File: src/rtl/i2c_reg16_pkg.sv
package i2c_reg16_pkg;

  typedef enum logic [2:0] {
    ST_IDLE,     // no transfer addressed to us
    ST_DEV,      // shifting in the device address byte
    ST_DEV_ACK,  // acknowledging the device address
    ST_RX,       // shifting in a pointer or data byte
    ST_RX_ACK,   // acknowledging a received byte
    ST_TX,       // shifting out a data byte
    ST_TX_ACK,   // host acknowledge slot after a sent byte
    ST_WAIT      // released, waiting for START or STOP
  } bus_state_t;

endpackage

File: src/rtl/i2c_reg16_sync.sv
module i2c_reg16_sync #(
  parameter int STAGES = 2
) (
  input  logic clk,
  input  logic rst_n,
  input  logic scl_i,
  input  logic sda_i,
  output logic scl_lvl,
  output logic sda_lvl,
  output logic scl_rise,
  output logic scl_fall,
  output logic start_det,
  output logic stop_det
);

  logic [STAGES-1:0] scl_pipe;
  logic [STAGES-1:0] sda_pipe;
  logic              scl_prev;
  logic              sda_prev;

  always_ff @(posedge clk or negedge rst_n) begin
    if (!rst_n) begin
      scl_pipe <= '1;
      sda_pipe <= '1;
      scl_prev <= 1'b1;
      sda_prev <= 1'b1;
    end else begin
      scl_pipe <= {scl_pipe[STAGES-2:0], scl_i};
      sda_pipe <= {sda_pipe[STAGES-2:0], sda_i};
      scl_prev <= scl_pipe[STAGES-1];
      sda_prev <= sda_pipe[STAGES-1];
    end
  end

  assign scl_lvl   = scl_pipe[STAGES-1];
  assign sda_lvl   = sda_pipe[STAGES-1];
  assign scl_rise  =  scl_lvl & ~scl_prev;
  assign scl_fall  = ~scl_lvl &  scl_prev;
  // SDA moving while SCL stays high marks a bus condition
  assign start_det =  scl_lvl & scl_prev &  sda_prev & ~sda_lvl;
  assign stop_det  =  scl_lvl & scl_prev & ~sda_prev &  sda_lvl;

endmodule

File: src/rtl/i2c_reg16_ctrl.sv
module i2c_reg16_ctrl
  import i2c_reg16_pkg::*;
#(
  parameter int         ADDR_W        = 10,
  parameter logic [6:0] DEV_ADDR      = 7'h2C,
  parameter int         DEV_DONT_CARE = 2
) (
  input  logic              clk,
  input  logic              rst_n,
  input  logic              scl_lvl,
  input  logic              sda_lvl,
  input  logic              scl_rise,
  input  logic              scl_fall,
  input  logic              start_det,
  input  logic              stop_det,
  output logic              sda_oe,
  output logic [ADDR_W-1:0] reg_addr,
  output logic              reg_wr_en,
  output logic [15:0]       reg_wdata,
  output logic              reg_rd_en,
  input  logic [15:0]       reg_rdata
);

  localparam int CMP_W  = 7 - DEV_DONT_CARE;
  localparam int PTR_HI = ADDR_W - 8;

  bus_state_t        state_q, state_d;
  logic [2:0]        bitcnt_q, bitcnt_d;
  logic              full_q, full_d;
  logic [7:0]        rx_q, rx_d;
  logic [7:0]        tx_q, tx_d;
  logic              rw_q, rw_d;
  logic [1:0]        widx_q, widx_d;
  logic              on_hi_q, on_hi_d;
  logic              hack_q, hack_d;
  logic [ADDR_W-1:0] ptr_q, ptr_d;
  logic [7:0]        dhi_q, dhi_d;
  logic              pend_q, pend_d;
  logic [15:0]       word_q, word_d;
  logic [15:0]       wdata_q, wdata_d;
  logic              fetch_q, fetch_d;
  logic              cap_q, cap_d;
  logic              wr_q, wr_d;
  logic              oe_q, oe_d;
  logic              dev_hit;

  assign dev_hit = (rx_q[7 -: CMP_W] == DEV_ADDR[6 -: CMP_W]);

  always_comb begin
    state_d  = state_q;
    bitcnt_d = bitcnt_q;
    full_d   = full_q;
    rx_d     = rx_q;
    tx_d     = tx_q;
    rw_d     = rw_q;
    widx_d   = widx_q;
    on_hi_d  = on_hi_q;
    hack_d   = hack_q;
    ptr_d    = ptr_q;
    dhi_d    = dhi_q;
    pend_d   = pend_q;
    wdata_d  = wdata_q;
    oe_d     = oe_q;
    fetch_d  = 1'b0;
    wr_d     = 1'b0;
    cap_d    = fetch_q;
    word_d   = cap_q ? reg_rdata : word_q;
    if (wr_q) ptr_d = ptr_q + ADDR_W'(1);

    if (start_det) begin
      state_d  = ST_DEV;
      bitcnt_d = '0;
      full_d   = 1'b0;
      oe_d     = 1'b0;
      pend_d   = 1'b0;
    end else if (stop_det) begin
      state_d  = ST_IDLE;
      oe_d     = 1'b0;
      pend_d   = 1'b0;
    end else begin
      case (state_q)
        ST_DEV, ST_RX: begin
          if (scl_rise && !full_q) begin
            rx_d     = {rx_q[6:0], sda_lvl};
            bitcnt_d = bitcnt_q + 3'd1;
            if (bitcnt_q == 3'd7) full_d = 1'b1;
          end
          if (scl_fall && full_q) begin
            full_d   = 1'b0;
            bitcnt_d = '0;
            if (state_q == ST_DEV) begin
              if (dev_hit) begin
                state_d = ST_DEV_ACK;
                oe_d    = 1'b1;
                rw_d    = rx_q[0];
                widx_d  = 2'd0;
                fetch_d = rx_q[0];
              end else begin
                state_d = ST_WAIT;
              end
            end else begin
              state_d = ST_RX_ACK;
              oe_d    = 1'b1;
              case (widx_q)
                2'd0:    ptr_d[ADDR_W-1:8] = rx_q[PTR_HI-1:0];
                2'd1:    ptr_d[7:0]        = rx_q;
                2'd2:    dhi_d             = rx_q;
                default: begin
                  wdata_d = {dhi_q, rx_q};
                  pend_d  = 1'b1;
                end
              endcase
            end
          end
        end
        ST_DEV_ACK: begin
          if (scl_fall) begin
            if (rw_q) begin
              state_d = ST_TX;
              tx_d    = word_q[15:8];
              oe_d    = ~word_q[15];
              on_hi_d = 1'b1;
            end else begin
              state_d = ST_RX;
              oe_d    = 1'b0;
            end
          end
        end
        ST_RX_ACK: begin
          if (scl_fall) begin
            state_d = ST_RX;
            oe_d    = 1'b0;
            widx_d  = (widx_q == 2'd3) ? 2'd2 : widx_q + 2'd1;
            if (pend_q) begin
              wr_d   = 1'b1;
              pend_d = 1'b0;
            end
          end
        end
        ST_TX: begin
          if (scl_rise && !full_q) begin
            bitcnt_d = bitcnt_q + 3'd1;
            if (bitcnt_q == 3'd7) full_d = 1'b1;
          end
          if (scl_fall) begin
            if (full_q) begin
              full_d   = 1'b0;
              bitcnt_d = '0;
              state_d  = ST_TX_ACK;
              oe_d     = 1'b0;
              if (!on_hi_q) begin
                ptr_d   = ptr_q + ADDR_W'(1);
                fetch_d = 1'b1;
              end
            end else begin
              tx_d = {tx_q[6:0], 1'b0};
              oe_d = ~tx_q[6];
            end
          end
        end
        ST_TX_ACK: begin
          if (scl_rise) hack_d = ~sda_lvl;
          if (scl_fall) begin
            if (hack_q) begin
              state_d = ST_TX;
              if (on_hi_q) begin
                tx_d    = word_q[7:0];
                oe_d    = ~word_q[7];
                on_hi_d = 1'b0;
              end else begin
                tx_d    = word_q[15:8];
                oe_d    = ~word_q[15];
                on_hi_d = 1'b1;
              end
            end else begin
              state_d = ST_WAIT;
            end
          end
        end
        default: ;
      endcase
    end
  end

  always_ff @(posedge clk or negedge rst_n) begin
    if (!rst_n) begin
      state_q  <= ST_IDLE;
      bitcnt_q <= '0;
      full_q   <= 1'b0;
      rx_q     <= '0;
      tx_q     <= '0;
      rw_q     <= 1'b0;
      widx_q   <= '0;
      on_hi_q  <= 1'b0;
      hack_q   <= 1'b0;
      ptr_q    <= '0;
      dhi_q    <= '0;
      pend_q   <= 1'b0;
      word_q   <= '0;
      wdata_q  <= '0;
      fetch_q  <= 1'b0;
      cap_q    <= 1'b0;
      wr_q     <= 1'b0;
      oe_q     <= 1'b0;
    end else begin
      state_q  <= state_d;
      bitcnt_q <= bitcnt_d;
      full_q   <= full_d;
      rx_q     <= rx_d;
      tx_q     <= tx_d;
      rw_q     <= rw_d;
      widx_q   <= widx_d;
      on_hi_q  <= on_hi_d;
      hack_q   <= hack_d;
      ptr_q    <= ptr_d;
      dhi_q    <= dhi_d;
      pend_q   <= pend_d;
      word_q   <= word_d;
      wdata_q  <= wdata_d;
      fetch_q  <= fetch_d;
      cap_q    <= cap_d;
      wr_q     <= wr_d;
      oe_q     <= oe_d;
    end
  end

  assign sda_oe    = oe_q;
  assign reg_addr  = ptr_q;
  assign reg_wr_en = wr_q;
  assign reg_wdata = wdata_q;
  assign reg_rd_en = fetch_q;

  // the pull-down only moves while SCL is low
  a_r10_sda_moves_scl_low: assert property (@(posedge clk) disable iff (!rst_n)
    !$stable(oe_q) |-> !scl_lvl);

  // a commit follows the cycle that ended the low-byte acknowledge
  a_r5_commit_after_ack: assert property (@(posedge clk) disable iff (!rst_n)
    wr_q |-> $past(oe_q));

  // writes only happen in a write-direction transfer
  a_r3_no_write_in_read: assert property (@(posedge clk) disable iff (!rst_n)
    wr_q |-> !rw_q);

  // pointer steps by one after each committed word
  a_r7_ptr_step: assert property (@(posedge clk) disable iff (!rst_n)
    wr_q |=> ptr_q == ADDR_W'($past(ptr_q) + ADDR_W'(1)));

  // read strobe is a single-cycle pulse
  a_r8_rd_pulse: assert property (@(posedge clk) disable iff (!rst_n)
    fetch_q |=> !fetch_q);

  // after a refused address or a final not-acknowledge SDA stays released
  a_r9_wait_released: assert property (@(posedge clk) disable iff (!rst_n)
    (state_q == ST_WAIT) |-> !oe_q);

endmodule

File: src/rtl/i2c_reg16_port.sv
module i2c_reg16_port #(
  parameter int         ADDR_W        = 10,
  parameter logic [6:0] DEV_ADDR      = 7'h2C,
  parameter int         DEV_DONT_CARE = 2,
  parameter int         SYNC_STAGES   = 2
) (
  input  logic              clk,
  input  logic              rst_n,
  input  logic              scl_i,
  input  logic              sda_i,
  output logic              sda_oe,
  output logic [ADDR_W-1:0] reg_addr,
  output logic              reg_wr_en,
  output logic [15:0]       reg_wdata,
  output logic              reg_rd_en,
  input  logic [15:0]       reg_rdata
);

  logic [1:0] rst_pipe;
  logic       core_rst_n;
  logic       scl_lvl, sda_lvl, scl_rise, scl_fall, start_det, stop_det;

  // asynchronous assertion, synchronous release
  always_ff @(posedge clk or negedge rst_n) begin
    if (!rst_n) rst_pipe <= 2'b00;
    else        rst_pipe <= {rst_pipe[0], 1'b1};
  end
  assign core_rst_n = rst_pipe[1];

  i2c_reg16_sync #(.STAGES(SYNC_STAGES)) u_sync (
    .clk       (clk),
    .rst_n     (core_rst_n),
    .scl_i     (scl_i),
    .sda_i     (sda_i),
    .scl_lvl   (scl_lvl),
    .sda_lvl   (sda_lvl),
    .scl_rise  (scl_rise),
    .scl_fall  (scl_fall),
    .start_det (start_det),
    .stop_det  (stop_det)
  );

  i2c_reg16_ctrl #(
    .ADDR_W        (ADDR_W),
    .DEV_ADDR      (DEV_ADDR),
    .DEV_DONT_CARE (DEV_DONT_CARE)
  ) u_ctrl (
    .clk       (clk),
    .rst_n     (core_rst_n),
    .scl_lvl   (scl_lvl),
    .sda_lvl   (sda_lvl),
    .scl_rise  (scl_rise),
    .scl_fall  (scl_fall),
    .start_det (start_det),
    .stop_det  (stop_det),
    .sda_oe    (sda_oe),
    .reg_addr  (reg_addr),
    .reg_wr_en (reg_wr_en),
    .reg_wdata (reg_wdata),
    .reg_rd_en (reg_rd_en),
    .reg_rdata (reg_rdata)
  );

  // no strobe while reset is being released
  a_r1_quiet_in_reset: assert property (@(posedge clk)
    !core_rst_n |-> !reg_wr_en && !reg_rd_en && !sda_oe);

endmodule

File: config.mk
export PLATFORM = sky130hd
export DESIGN_NAME = i2c_reg16_port
export DESIGN_NICKNAME = d
export VERILOG_FILES = /design/src/rtl/i2c_reg16_pkg.sv /design/src/rtl/i2c_reg16_sync.sv /design/src/rtl/i2c_reg16_ctrl.sv /design/src/rtl/i2c_reg16_port.sv
export SDC_FILE = /design/constraint.sdc
export NUM_CORES = 1
export LEC_CHECK = 0
export ABC_AREA = 1
export BUFFER_PORTS_ARGS = -buffer_cell sky130_fd_sc_hd__buf_2
export CORE_MARGIN = 2
export CORE_UTILIZATION = 59
export CTS_CLUSTER_DIAMETER = 100
export DETAILED_ROUTE_END_ITERATION = 12
export PLACE_DENSITY = 0.8
export SYNTH_ARGS = -nofsm -noshare
export SYNTH_HDL_FRONTEND = slang
export SYNTH_SLANG_ARGS = --single-unit
File: constraint.sdc
create_clock -name clk -period 3.7 [get_ports clk]
set_input_delay 0.37 -clock clk [delete_from_list [all_inputs] [get_ports clk]]
set_output_delay 0.37 -clock clk [all_outputs]
set_load 0.02 [all_outputs]
* Word-level counts from Yosys, hierarchy flattened
Cells that the tools add are included.
Operators by class: equality and inequality tests 32, $add $sub $neg 3, multiplexer cells 92, bitwise logic cells 18, reduce and logical (&&, ||, !) cells 24
Operators with widths (number):
- 10-bit two-way mux | 8
- 3-bit two-way mux | 17
- 7-bit two-way mux | 7
- 1-bit two-way mux | 42
- 4-bit by 3-bit inequality test with 1-bit output (second input constant) | 7
- 7-bit one-hot mux with 3 select lines | 1
- 7-bit AND reduction | 3
- 10-bit one-hot mux with 2 select lines | 1
- 2-bit by 1-bit inequality test with 1-bit output (second input constant) | 9
- 6-bit AND reduction | 3
- 3-bit one-hot mux with 5 select lines | 1
- 2-bit two-way mux | 7
- 3-bit equality test (second input constant) | 4
- 1-bit NOT | 11
- 10-bit by 1-bit adder with 10-bit output (second input constant) | 1
- 9-bit AND reduction | 1
- 8-bit two-way mux | 1
- 4-bit inequality test (second input constant) | 2
- 1-bit one-hot mux with 2 select lines | 4
- 4-bit AND reduction | 2
- 8-bit AND reduction | 1
- 1-bit AND | 7
- 7-bit nonzero test | 1
- 3-bit by 2-bit equality test with 1-bit output (second input constant) | 2
- other kinds (21) | 26
Word-level totals: logic and storage cells 192, output and inout port bits 29, flip-flop bits (word level) 90, input port bits 20

* Longest topological paths before layout
Gate-level depths: netlist of run 1.
word-level depth 9, gate-level depth with buffers 10

* Cells and area by module
A second synthesis of run 1 with hierarchy kept.
Unflattened totals: cells, all modules 526, area total of the unflattened synthesis 4463.0 sq um
Modules (own cells, without submodules):
- i2c_reg16_ctrl | cells an instance 506, area an instance 4210.3 sq um, times used 1
- i2c_reg16_sync | cells an instance 17, area an instance 198.9 sq um, times used 1
- i2c_reg16_port | cells an instance 3, area an instance 53.8 sq um, times used 1

* Worst setup path after synthesis of run 1
Ideal clock, no wire load.
kind flip-flop to flip-flop, start point register u_sync.scl_prev, end point register u_ctrl.widx_q[0], buffers on the path 1, period minus slack after synthesis 1526 ps, path slack 2174 ps, setup time 117 ps, cell stages (with the launch flop) 9, arrival 1409 ps, path through dfstp_2 > nand2_4 > nor2_4 > buf_6 > nor2_1 > nor3b_2 > nand2_1 > nand2_1 > nand2_1
Between the ends: word-level cells in the longest chain between the ends 5
RTL lines:
- start, declared | RTL line i2c_reg16_sync.sv:18 | logic scl_prev;
- start signal, assigned | RTL line i2c_reg16_sync.sv:30 | scl_prev <= scl_pipe[STAGES-1];
- 1-bit AND | RTL line i2c_reg16_sync.sv:40, i2c_reg16_sync.sv:41
- 1-bit AND (on tied branches) (2 in series) | RTL line i2c_reg16_sync.sv:41, i2c_reg16_sync.sv:40
- 1-bit NOT (no line)
- 7-bit AND reduction (no line) (*)
- end signal, assigned | RTL line i2c_reg16_ctrl.sv:212 | widx_q <= widx_d;
- end, declared | RTL line i2c_reg16_ctrl.sv:33 | logic [1:0] widx_q, widx_d;
Mark *: on every way between the ends. The rest lies on a longest branch, timed or not. A chain may end at the register's enable or synchronous reset.

* Worst setup path after layout of run 1
start point register u_ctrl.state_q[2], end point register u_ctrl.bitcnt_q[1]
Between the ends: word-level cells in the longest chain between the ends 5
RTL lines:
- start, declared | RTL line i2c_reg16_ctrl.sv:27 | bus_state_t state_q, state_d;
- start signal, assigned | RTL line i2c_reg16_ctrl.sv:206 | state_q <= state_d;
- 3-bit by 2-bit equality test with 1-bit output or 3-bit by 1-bit equality test with 1-bit output (tied branches) | RTL line i2c_reg16_ctrl.sv:81 | case (state_q)
- 2-bit OR reduction | RTL line i2c_reg16_ctrl.sv:81
- 3-bit one-hot mux with 2 select lines | RTL line i2c_reg16_ctrl.sv:81
- 3-bit two-way mux | RTL line i2c_reg16_ctrl.sv:76 | end else if (stop_det) begin
- 3-bit two-way mux | RTL line i2c_reg16_ctrl.sv:70 | if (start_det) begin
- end signal, assigned | RTL line i2c_reg16_ctrl.sv:207 | bitcnt_q <= bitcnt_d;
- end, declared | RTL line i2c_reg16_ctrl.sv:28 | logic [2:0] bitcnt_q, bitcnt_d;
Several ways; a longest one is shown, not always the timed one. The select of a mux whose other input is x is not followed.

==> results of run 1 <==
[report_power, final]
group          total [mW]  switching (mW)  internal [mW]
sequential           1.28           0.160           1.12
clock               0.681           0.411          0.271
combinational       0.981           0.668          0.314
[what timing repair did]
action,CTS,global route
hold endpoints to repair,2,0
resized for setup,0,0
hold buffers,1,0
endpoints found under the setup margin,0,0
[worst paths after layout]
check / cells after the start / slack [ps] / end / startpoint
min reg2reg: 0 / 360 / u_sync.scl_pipe[1] / u_sync.scl_pipe[0]
min: 1 / 80 / u_sync.scl_pipe[0] / scl_i
max: 4 / 1580 / u_ctrl.bitcnt_q[1] / u_ctrl.state_q[2]
min in group asynchronous: 2 / 300 / rst_pipe[1] / rst_n
max in group asynchronous: 1 / 2420 / u_sync.scl_prev / rst_pipe[1]
max reg2reg: 4 / 1580 / u_ctrl.bitcnt_q[1] / u_ctrl.state_q[2]
[per-layer routing]
layer  part of all wire [%]  vias up  track usage [%]
met5                      0        -                0
met3                    4.3       11             4.64
met1                     46     1856             34.5
met2                     49       90             39.9
li1                       -     1918                -
met4                    1.3        0             7.97
[layout make-up]
cell class | instances | area [um2]
Fill cell | 653 | 2540
Sequential cell | 90 | 2260
Multi-Input combinational cell | 405 | 2080
Timing Repair Buffer | 50 | 258
Inverter | 56 | 210
Tap cell | 102 | 128
Clock buffer | 9 | 124
Clock inverter | 7 | 81.3
[through the flow]
| stage | setup WS (ps) | instances |
|---|---|---|
| after global placement | 1760 | 702 |
| after CTS | 1620 | 719 |
| after detailed placement | 1650 | 702 |
| after global routing | 1370 | 719 |
| final | 1580 | 719 |
| after floorplan | 1020 | 566 |
[cell usage after synthesis, drive strengths merged]
cell type and count:
ha 3, buf 9, mux2 17, inv 56, clkbuf 6, nand3 53
xnor2 1, nor2 44, xor2 1, mux2i 1, nand4 4, dfstp 6
nor3b 1, a31oi 1, dfrtp 84, conb 1, o22ai 3, nor3 1
nand2 195, a22oi 3, a21oi 11, o21ai 64, o21bai 1
[worst register-to-register path: cells and delay by family, from the launching register on]
kind	cells	cell delay (ps)
DFF	1	540
buffers and inverters	1	160
AOI/OAI and AO/OA	3	1340
[logic make-up (layout without fill, tap and decap cells)]
group	count (synthesis)	count (layout)	synth area share, %
AO/OA/AOI/OAI	83	83	9.73
XOR/XNOR	2	2	0.376
adder cells (fa/ha/maj)	3	3	0.806
buffers and inverters	71	122	6.75
flip-flops	90	90	48.5
multiplexers	18	18	4.57
other	1	1	0.0805
AND/OR/NAND/NOR	298	298	29.2
[sequential cells by signal, summed over array words and instances, names as in the netlist, 2 cells and up]
register / cells
u_ctrl.reg_addr: 10
u_ctrl.bitcnt_q: 3
u_ctrl.widx_q: 2
u_ctrl.tx_q: 7
u_ctrl.dhi_q: 8
u_sync.scl_pipe: 2
rst_pipe: 2
u_sync.sda_pipe: 2
u_ctrl.reg_wdata: 16
u_ctrl.rx_q: 8
u_ctrl.state_q: 3
u_ctrl.word_q: 16
==> metrics.md, run 1 <==
| Metric | Value |
|---|---|
| Synthesized flop and latch total | `90` |
| Post-DP Area | `~4900 um2` |
| Worst EP arrival | `around 2400 ps` |
| Clock transition at path regs | `about 100 ps` |
| Yosys warns | `0` |
| # setup viols final | `0` |
| Cells after Synth | `about 570` |
| Fin nets | `about 640` |
| Register area share after synthesis | `~49%` |
| Clock tree root buffer cell | `clkbuf_8` |
| Mapped Nets | `between 500 and 600` |
| Clock Skews | `11.4 ps` |
| Overall Power | `between 2 and 3 mW` |
| Worst Tran Pin Value | `880 ps` |
| Max rail drop VDD | `about 360 uV` |
| Vias per cell | `5.39` |
| Final core occ | `66.9%` |
| Grt total ovfl | `0` |
| Critical path class | `reg -> reg` |
| IO buf count | `48` |
| Worst setup EP type | `register` |
| RSZ-0062 raised after global routing | `false` |
| TritonCTS buffer count | `9` |
| Clk_lat worst skew | `370 ps` |
| CTS tree | `done` |
| Hold Crit Class | `in -> reg` |
| Synth area leader | `dfrtp_1` |
| Initial Util | `about three fifths` |
| Global-route wire length before repair | `17100 um` |
| Vias in the first global route | `roughly 3700` |
| Post-route ant nets | `0` |
| Most frequent cells in the layout | `183 x nand2_1, 83 x dfrtp_1, 52 x inv_1, 52 x o21ai_0, 49 x nand3_1` |
| Pins Over Slew Limit | `0` |
| Row cnt | `32` |
| Post-route DRC | `0` |
| Die Span Y | `92.8 um` |
| Starting DRT DRC Count | `about 260` |
| WP buf/inv | `1` |
| Slowest stage cell on the critical path | `o21ai_1` |
| Max Freq | `roughly 470 MHz` |
| Outcome | `complete, no violations` |
| TNS Setup | `0 ps` |
| Initial antenna violation count | `0` |
| Finished layout cell area | `between 5000 and 6000 um2` |
| Mapped Avg Cell Area | `just over 8 um2` |
| Library cells used by synthesis | `37` |
| WL final | `a little under 10000 um` |
| Drt wl/cell | `approximately 14 um` |
| Diode count | `0` |
| Setup crit start kind | `register` |
| Htree depth | `3` |
| Sink Count | `90` |
| Worst Path Required | `~4000 ps` |
| Max-Cap Viols | `0` |
| Vias post-DR | `between 3000 and 4000` |
| Cell family with most CP delay | `compound AO/OA/AOI/OAI gates` |
| Area Overhead vs Synth | `10.5%` |
| Largest cells by area after synthesis | `dfrtp_1 45%, nand2_1 15%, o21ai_0 5.6%, nand3_1 5.3%, inv_1 4.2%` |
| Die width | `92.8 um` |
| IO Count | `between 40 and 50` |
| CP max FO | `11` |
| LEAKAGE | `around 2.7 nW` |
| Period Utilization, post-route | `a little under three fifths` |
| Max-Slew Margin vs Limit | `41.0%` |
| First-pass iteration count of the detailed router | `5` |
| Min Tclk post-route | `between 2000 and 2500 ps` |
| PwrDens | `572 nW/um2` |
| Largest net degree at the start of global routing | `65` |
| DP Wirelength | `~7100 um` |
| Total track usage | `24.9%` |
| Crit-path cells | `inv_2 > o21ai_1 > o21ai_0 > o22ai_1` |
| Post-CTS Setup Bufs | `0` |
| Core Region | `a little under 8000 um2` |
| Synth Cell Area | `around 4700 um2` |
| Share of the synthesized area in the top cell type | `between 40% and 50%` |
| Share of layout cells above drive strength 1 | `between 20% and 30%` |
| Most common cell after layout, fill and taps aside | `nand2_1` |
| Final RePlAce weighted congestion | `between 0.9 and 1` |
| Die footprint | `roughly 8600 um2` |
| Hold WS | `80.6 ps` |
| Crit path largest cell delay | `about 730 ps` |
| Clock tree buffer depth | `2` |
| Number of hold violations in the final report | `0` |
Note: power is estimated with default switching activity, not from simulation.
==> run 2, diff against run 1 <==
- clock period: 3.7 -> 2.2 ns (I/O delays scaled with it)
==> metrics.md, run 2 (synthesis gave the netlist of run 1 again) <==
| Metric | Value |
|---|---|
| Setup crit start kind | `register` |
| Worst setup margin | `around 240 ps` |
| Row cnt | `32` |
| Worst setup EP type | `register` |
| Clk_lat worst skew | `~380 ps` |
| Outcome | `complete, no violations` |
| Max rail drop VDD | `456 uV` |
| Filler Cells Inserted | `approximately 640` |
| Worst Path Required | `approximately 2500 ps` |
| Post-CTS Setup Bufs | `0` |
| Post-DP Area | `between 4000 and 5000 um2` |
| Vias in the first global route | `3833` |
| Hold Crit Class | `in -> reg` |
| Period Utilization, post-route | `approximately nine tenths` |
| Die width | `~93 um` |
| Vias post-DR | `between 3000 and 4000` |
| Grt total ovfl | `0` |
| Finished layout cell area | `roughly 5200 um2` |
| CTS tree | `done` |
| Diode count | `0` |
| Max-Slew Margin vs Limit | `roughly half` |
| R2R setup slack | `approximately 240 ps` |
| Share of layout cells above drive strength 1 | `20.5%` |
| Overall Power | `4.98 mW` |
| Multi-input gate area | `about 2100 um2` |
| Cts hold-fix bufs | `3` |
| Reg2reg start | `u_ctrl.state_q[1]` |
| RSZ-0062 raised after global routing | `false` |
| Hold Path Stages | `3` |
| Worst Tran Pin Value | `about 720 ps` |
| Initial Util | `between 60% and 70%` |
| Initial antenna violation count | `0` |
| Die footprint | `approximately 8600 um2` |
| Fin nets | `around 640` |
| WHS Endpoint | `u_ctrl.word_q[9]` |
| Min Tclk post-route | `between 1500 and 2000 ps` |
| PwrDens | `959 nW/um2` |
| Post-route DRC | `0` |
| Starting DRT DRC Count | `206` |
| Area Overhead vs Synth | `11.5%` |
| Clock Skews | `14.4 ps` |
| TritonCTS buffer count | `9` |
| Register Area | `around 2300 um2` |
| Max-Cap Viols | `0` |
| Global-route wire length before repair | `17200 um` |
| Largest net degree at the start of global routing | `44` |
| DP Wirelength | `7350 um` |
| IO buf count | `between 40 and 50` |
| Vias per cell | `about 5.3` |
| Drt wl/cell | `roughly 14 um` |
| Worst setup path start | `u_ctrl.state_q[1]` |
| LEAKAGE | `2.69 nW` |
| Clock tree root buffer cell | `clkbuf_8` |
| Clock tree buffer depth | `2` |
| Htree depth | `3` |
| Worst flop-to-flop path endpoint | `u_ctrl.tx_q[1]` |
| Post-CTS Resized | `0` |
| Most common cell after layout, fill and taps aside | `nand2_1` |
| Pre-CTS WS | `between 200 and 300 ps` |
| Final RePlAce weighted congestion | `a little over 0.9` |
| # setup viols final | `0` |
| TNS Setup | `0 ps` |
| IO Count | `49` |
| First-pass iteration count of the detailed router | `5` |
| Hold Path Origin | `reg_rdata[9]` |
| Critical path class | `reg -> reg` |
| Most frequent cells in the layout | `183 x nand2_1, 83 x dfrtp_1, 52 x inv_1, 52 x o21ai_0, 49 x nand3_1` |
| Total track usage | `25.1%` |
| Post-route ant nets | `0` |
| CP max FO | `11` |
| R2R depth | `8` |
| WL final | `10200 um` |
| Number of hold violations in the final report | `0` |
| Die Span Y | `between 90 and 100 um` |
| Worst EP arrival | `approximately 2200 ps` |
| Pins Over Slew Limit | `0` |
| Core Region | `just under 8000 um2` |
| Clock transition at path regs | `110 ps` |
| Sink Count | `90` |
| Max Freq | `slightly above 500 MHz` |
[run 2: changes by cell type in the layout (fill, tap and decap cells not counted)]
| cell | change |
|---|---|
| dlygate4sd3_1 | +2 |
| clkinv_4 | +1 |
| inv_8 | +1 |
| clkinv_8 | -1 |
| buf_4 | +4 |
| inv_6 | -1 |
[run 2: critical path, cell delays in order, from the launching register on]
cell,delay [ps]
dfrtp_1,470
inv_1,200
nand3_1,240
inv_2,280
nand2_2,110
o21ai_4,260
nand2_4,130
nand2_1,90
nand2_1,60
[run 2: final cells by class]
class,instances,area share (%)
Clock buffer,9,2.39
Timing Repair Buffer,56,5.93
Tap cell,102,2.46
Multi-Input combinational cell,405,40.1
Inverter,56,4.05
Sequential cell,90,43.6
Clock inverter,7,1.47
[run 2: worst max-delay path by stage]
stage | endpoint | slack [ps] | cells past startpoint
2_1_floorplan | u_ctrl.widx_q[0] | 670 | 8
3_3_place_gp | u_ctrl.tx_q[6] | 390 | 8
3_5_place_dp | u_ctrl.tx_q[6] | 290 | 8
4_1_cts | u_ctrl.tx_q[1] | 250 | 8
5_1_grt | u_ctrl.tx_q[1] | 110 | 8
6_report | u_ctrl.tx_q[1] | 240 | 8
[run 2: where the power goes]
| part | switching [mW] | internal [mW] |
|---|---|---|
| clock | 0.683 | 0.452 |
| sequential | 0.278 | 1.88 |
| combinational | 1.14 | 0.544 |
[run 2: stage by stage]
| step | hold slack [ps] | util [%] | instances |
|---|---|---|---|
| finish | 53.8 | 67.5 | 725 |
| global route | 60.3 | 67.5 | 725 |
| CTS | 49.0 | 67.5 | 725 |
| detailed placement | 9.31 | 64.5 | 706 |
| global placement | 6.09 | 64.5 | 706 |
| floorplan | -75.6 | - | 566 |
[run 2: per-layer routing]
layer	vias to the layer above	wire (um)	GRT usage [%]
met2	111	4790	40.3
met5	-	0	0
met3	20	548	6.18
met4	0	160	8.21
met1	1817	4710	33.7
li1	1915	-	-
